### config.mk
export PLATFORM = sky130hd
export DESIGN_NAME = status_group
export DESIGN_NICKNAME = d
export VERILOG_FILES = /design/src/rtl/status_group_pkg.sv /design/src/rtl/status_cfg_reg.sv /design/src/rtl/status_edge_detect.sv /design/src/rtl/status_event_latch.sv /design/src/rtl/status_group.sv
export SDC_FILE = /design/constraint.sdc
export NUM_CORES = 1
export LEC_CHECK = 0
export BUFFER_PORTS_ARGS = -buffer_cell sky130_fd_sc_hd__buf_2
export CORE_ASPECT_RATIO = 0.5
export CORE_MARGIN = 2
export CORE_UTILIZATION = 57
export DETAILED_ROUTE_END_ITERATION = 10
export GPL_TIMING_DRIVEN = 0
export PLACE_DENSITY = 0.9
export REMOVE_ABC_BUFFERS = 1
export SKIP_CTS_REPAIR_TIMING = 1
export SYNTH_ARGS = -nofsm -noshare
export SYNTH_HDL_FRONTEND = slang
export SYNTH_SLANG_ARGS = --single-unit
### constraint.sdc
create_clock -name clk -period 1.3 [get_ports clk]
set_input_delay 0.065 -clock clk [delete_from_list [all_inputs] [get_ports clk]]
set_output_delay 0.065 -clock clk [all_outputs]
set_load 0.1 [all_outputs]
### src/rtl/status_group_pkg.sv
package status_group_pkg;
  localparam int SEL_W = 3;

  typedef enum logic [SEL_W-1:0] {
    SEL_COND = 3'd0,
    SEL_RISE = 3'd1,
    SEL_FALL = 3'd2,
    SEL_EVT  = 3'd3,
    SEL_ENA  = 3'd4
  } reg_sel_e;
endpackage

### src/rtl/status_cfg_reg.sv
// One writable configuration register with separate reset and preset values.
module status_cfg_reg #(
  parameter int BITS = 15,
  parameter logic [BITS-1:0] RST_VAL = '0,
  parameter logic [BITS-1:0] PRESET_VAL = '0
) (
  input  logic            clk,
  input  logic            rst_n,
  input  logic            wr_en,
  input  logic            preset,
  input  logic [BITS-1:0] wdata,
  output logic [BITS-1:0] value
);
  always_ff @(posedge clk or negedge rst_n) begin
    if (!rst_n)      value <= RST_VAL;
    else if (preset) value <= PRESET_VAL;
    else if (wr_en)  value <= wdata;
  end
endmodule

### src/rtl/status_edge_detect.sv
// Condition register plus per-bit transition filtering.
module status_edge_detect #(
  parameter int BITS = 15
) (
  input  logic            clk,
  input  logic            rst_n,
  input  logic [BITS-1:0] live,
  input  logic [BITS-1:0] rise_mask,
  input  logic [BITS-1:0] fall_mask,
  output logic [BITS-1:0] cond,
  output logic [BITS-1:0] evt_set
);
  always_ff @(posedge clk or negedge rst_n) begin
    if (!rst_n) cond <= '0;
    else        cond <= live;
  end

  for (genvar b = 0; b < BITS; b++) begin : g_bit
    logic went_up, went_down;
    assign went_up    = live[b] & ~cond[b];
    assign went_down  = ~live[b] & cond[b];
    assign evt_set[b] = (went_up & rise_mask[b]) | (went_down & fall_mask[b]);
  end
endmodule

### src/rtl/status_event_latch.sv
// Sticky event bits; a clear and a new set at one edge leave the new set.
module status_event_latch #(
  parameter int BITS = 15
) (
  input  logic            clk,
  input  logic            rst_n,
  input  logic            clr,
  input  logic [BITS-1:0] set,
  output logic [BITS-1:0] evt
);
  logic [BITS-1:0] keep;
  assign keep = clr ? '0 : evt;

  always_ff @(posedge clk or negedge rst_n) begin
    if (!rst_n) evt <= '0;
    else        evt <= keep | set;
  end
endmodule

### src/rtl/status_group.sv
module status_group
  import status_group_pkg::*;
#(
  parameter int REG_W = 16
) (
  input  logic                 clk,
  input  logic                 rst_n,
  input  logic [REG_W-2:0]     hw_status,
  input  logic [SEL_W-1:0]     reg_addr,
  input  logic                 reg_wr,
  input  logic                 reg_rd,
  input  logic [REG_W-1:0]     reg_wdata,
  output logic [REG_W-1:0]     reg_rdata,
  input  logic                 preset,
  output logic                 summary
);
  localparam int BITS = REG_W - 1;
  localparam logic [BITS-1:0] ALL_ONES = '1;

  logic [BITS-1:0] cond_q, ptr_q, ntr_q, ena_q, evt_q, evt_set;
  logic            wr_ptr, wr_ntr, wr_ena, evt_clr;
  logic [BITS-1:0] wbits;

  assign wbits   = reg_wdata[BITS-1:0];
  assign wr_ptr  = reg_wr && (reg_addr == SEL_RISE);
  assign wr_ntr  = reg_wr && (reg_addr == SEL_FALL);
  assign wr_ena  = reg_wr && (reg_addr == SEL_ENA);
  assign evt_clr = reg_rd && (reg_addr == SEL_EVT);

  status_cfg_reg #(.BITS(BITS), .RST_VAL(ALL_ONES), .PRESET_VAL(ALL_ONES)) u_rise (
    .clk(clk), .rst_n(rst_n), .wr_en(wr_ptr), .preset(preset), .wdata(wbits), .value(ptr_q));

  status_cfg_reg #(.BITS(BITS), .RST_VAL('0), .PRESET_VAL('0)) u_fall (
    .clk(clk), .rst_n(rst_n), .wr_en(wr_ntr), .preset(preset), .wdata(wbits), .value(ntr_q));

  status_cfg_reg #(.BITS(BITS), .RST_VAL('0), .PRESET_VAL('0)) u_ena (
    .clk(clk), .rst_n(rst_n), .wr_en(wr_ena), .preset(preset), .wdata(wbits), .value(ena_q));

  status_edge_detect #(.BITS(BITS)) u_edge (
    .clk(clk), .rst_n(rst_n), .live(hw_status), .rise_mask(ptr_q), .fall_mask(ntr_q),
    .cond(cond_q), .evt_set(evt_set));

  status_event_latch #(.BITS(BITS)) u_evt (
    .clk(clk), .rst_n(rst_n), .clr(evt_clr), .set(evt_set), .evt(evt_q));

  logic [BITS-1:0] sel_val;
  always_comb begin
    case (reg_addr)
      SEL_COND: sel_val = cond_q;
      SEL_RISE: sel_val = ptr_q;
      SEL_FALL: sel_val = ntr_q;
      SEL_EVT:  sel_val = evt_q;
      SEL_ENA:  sel_val = ena_q;
      default:  sel_val = '0;
    endcase
  end

  assign reg_rdata = {1'b0, sel_val};
  assign summary   = |(evt_q & ena_q);
endmodule

==> results.md <==
* RSZ-0062 raised after global routing: yes
* GPL Wtd Cong at 0.809
* Largest family of logic cells by synthesized area: simple AND/OR/NAND/NOR gates
* Initial DRC Count at 524
* Compound-Gate Fraction of Synth Area at 16.8%
* Crit path cell chain: a222oi_1 -> and3_1 -> nand4_1 -> buf_6
* # rows at 20
* Layout Skew at 8.98 ps
* Design area at about 4900 µm²
* Post-synth ARST share at 100%
* Most frequent cell after synthesis: nand2_1
* IO Pins at 56
* Hold Vio Cnt, Final at 2
* Root buffer cell: clkbuf_16
* Buf+Inv Stages, Crit Path at 1
* LEAKAGE at 2.12 nW
* Post-Route WL at 12.1 mm
* Area leader, netlist: dfrtp_1
* Vias in the first global route at between 2k and 3k
* Placed cell areas at 3920 µm²
* XOR/XNOR Fraction of Synth Area at 0%
* Gr usage total at 26.9%
* WHS at -10.7 ps
* Die H at 60.8 µm
* Clk Latency, worst-skew pair at roughly 340 ps
* Setup-failing EPs final at 16
* Worst VDD drop at 1.14 mV
* Area grow syn2layout at 33.3%
* GRT Residual Overflow at 0
* Post-Synthesis Cells at 360
* Synthesized-area fraction occupied by and/or/nand/nor cells at 19.5%
* Pwr dens at around 1300 nW/µm²
* #FFs+latches synth at 75
* Fraction of layout cells with a size suffix above 1 at between 20% and 30%
* Avg Cell Area, Syn at 10.2 µm²
* Yosys warns at 0
* CTS buffer count at 9
* Area of the core at 6160 µm²
* Worst EP arrival at 1730 ps
* Pre-antenna DRT Iters at 5
* First-pass GRT wire length at between 10 and 15 mm
* Slowest stage delay, CP at 400 ps
* Slew @ Worst Pin at 931 ps
* Routed WL per cell at 22.4 µm
* Nets at 487
* Netlist cell types at 35
* Ranking of synthesized cells by area: dfrtp_1 (41%), dfstp_2 (11%), nand2_1 (9.3%), mux2_2 (4.3%), a21oi_1 (4.2%)
* Port Buffer Count at between 50 and 60
* CTS clock-pin slew for the worst setup and hold paths at 50 ps
* Worst Path Required at 1240 ps
* Max Freq at roughly 0.56 GHz
* Residual DRC count at 0
* Slowest CP cell: dfrtp_1
* CTS tree: built
* CTS max path bufs at 2
* Post-Synth Adder-Cell Area at 0%
* Status: finished, violations left
* Setup TNS at -5010 ps
* Pin count of the biggest net entering global routing at 76
* Critical Path Sink Type: output port
* Die X at 118 µm
* Max Cap Viol at 0
* Initial antenna violation count at 0
* Slew Limit Fails at 0
* Post-route minimum period at 1800 ps
* Post-synth top area share at 40.8%
* Synth Cell Area at 3680 µm²
* Via-to-Cell Ratio at 6.63
* CTS Sinks at 75
* Post-synthesis mux area share at under 10%
* Violated checks: hold timing, setup timing
* Routed vias at between 3k and 4k
* H-tree depth at 3
* CP Class: register to output port
* Post-synth EDFFs at 0
* ANT nets after route at 0
* Hold Crit Class: primary input to register
* Most frequent cells after synthesis: nand2_1 (91), dfrtp_1 (60), a21oi_1 (31), nor2b_1 (16)
* Fin crit share at 138%
* Starting Density at ~60%
* Startpoint Class: register
* Crit Path Max Fanout at 3
* Full die area at 7160 µm²
* DPL Wire Length at around 5.4 mm
* Most used DFF post-synth: dfrtp_1
* Post-synthesis sequential area ratio at about half
* N_diodes at 0
* Fill count at between 300 and 400
* Setup ws final at -499 ps
* CP delay by family, top: simple AND/OR/NAND/NOR gates
* Slew headroom at 37.9%
## layout by cell type, fill, tap and decap left out, drive strengths merged
cell type    Yosys  layout
nand4bb          2       2
mux2i           15      15
a22o             1       1
nor2            14      14
nand3b          15      15
nor3b            1       1
a21oi           31      31
mux2            14      14
dfstp           15      15
clkinv           0       3
dlygate4sd3      0      29
a211o           15      15
o32ai            1       1
nand2b           1       1
a22oi            4       4
a2bb2oi          1       1
dfrtp           60      60
and4bb           3       3
nor2b           17      17
o211ai          15      15
o22ai            1       1
a21o             1       1
a221oi           1       1
and3             1       1
clkbuf           4      14
conb             1       1
a222oi           1       1
nand4b           1       1
a221o           13      13
buf             19      70
nand4            1       1
nand2           91      91
## cell type report
class / count / area [µm²] / area share (%)
Clock inverter: 3 / 15.0 / 0.306
Tap cell: 88 / 110 / 2.24
Sequential cell: 75 / 1900 / 38.6
Timing Repair Buffer: 100 / 933 / 19.0
Multi-Input combinational cell: 262 / 1700 / 34.7
Clock buffer: 13 / 250 / 5.10
## flip-flops by register name, summed over array words and instances (netlist names)
signal,cells
u_edge.cond,15
u_ena.value,15
u_evt.evt,15
u_fall.value,15
u_rise.value,15
## metal layers
layer	track usage (%)	up-vias	routed length (µm)
li1	-	1466	-
met1	35.3	1741	4620
met2	44.5	299	5530
met3	7.89	81	1270
met4	8.43	0	713
met5	0	-	0
## path summary, 6_finish.rpt
check	from	end	slack [ps]	depth (start not counted)
worst max-delay path	u_ena.value[1]$_DFFE_PN0P_	summary	-500	4
worst min-delay path	reg_wdata[7]	u_rise.value[7]$_DFFE_PN1P_	-10	2
worst max register to register	u_rise.value[13]$_DFFE_PN1P_	u_rise.value[13]$_DFFE_PN1P_	290	2
worst min register to register	u_evt.evt[7]$_DFF_PN0_	u_evt.evt[7]$_DFF_PN0_	530	2
max in group asynchronous	rst_n	u_fall.value[3]$_DFFE_PN0P_	300	2
min in group asynchronous	rst_n	u_evt.evt[1]$_DFF_PN0_	400	2
## cells by family (layout without fill, tap and decap cells)
family	Yosys count	after routing
other	1	1
DFF	75	75
AOI/OAI and AO/OA	85	85
and+or+nand+nor	147	147
buffers and inverters	23	116
muxes	29	29
## worst register-to-register path, stage by stage (launching register included)
cell,delay [ps]
dfstp_2,570
nor2b_1,240
a211o_1,150
## where the power goes
group          switching [W]  internal, W
Sequential          0.000110      0.00246
Clock               0.000968      0.00134
Combinational       0.000798     0.000485
Total                0.00188      0.00428
## per-stage QoR
step           std cells  power, W  util, %  worst slack (ps)
2_1_floorplan        337   0.00322        -              -957
3_3_place_gp         478   0.00351     63.7              -910
3_5_place_dp         478   0.00354     63.7              -909
4_1_cts              494   0.00577     68.0              -927
5_1_grt              541   0.00632     79.7              -532
6_report             541   0.00616     79.7              -499
(Power assumes the default switching activity.)
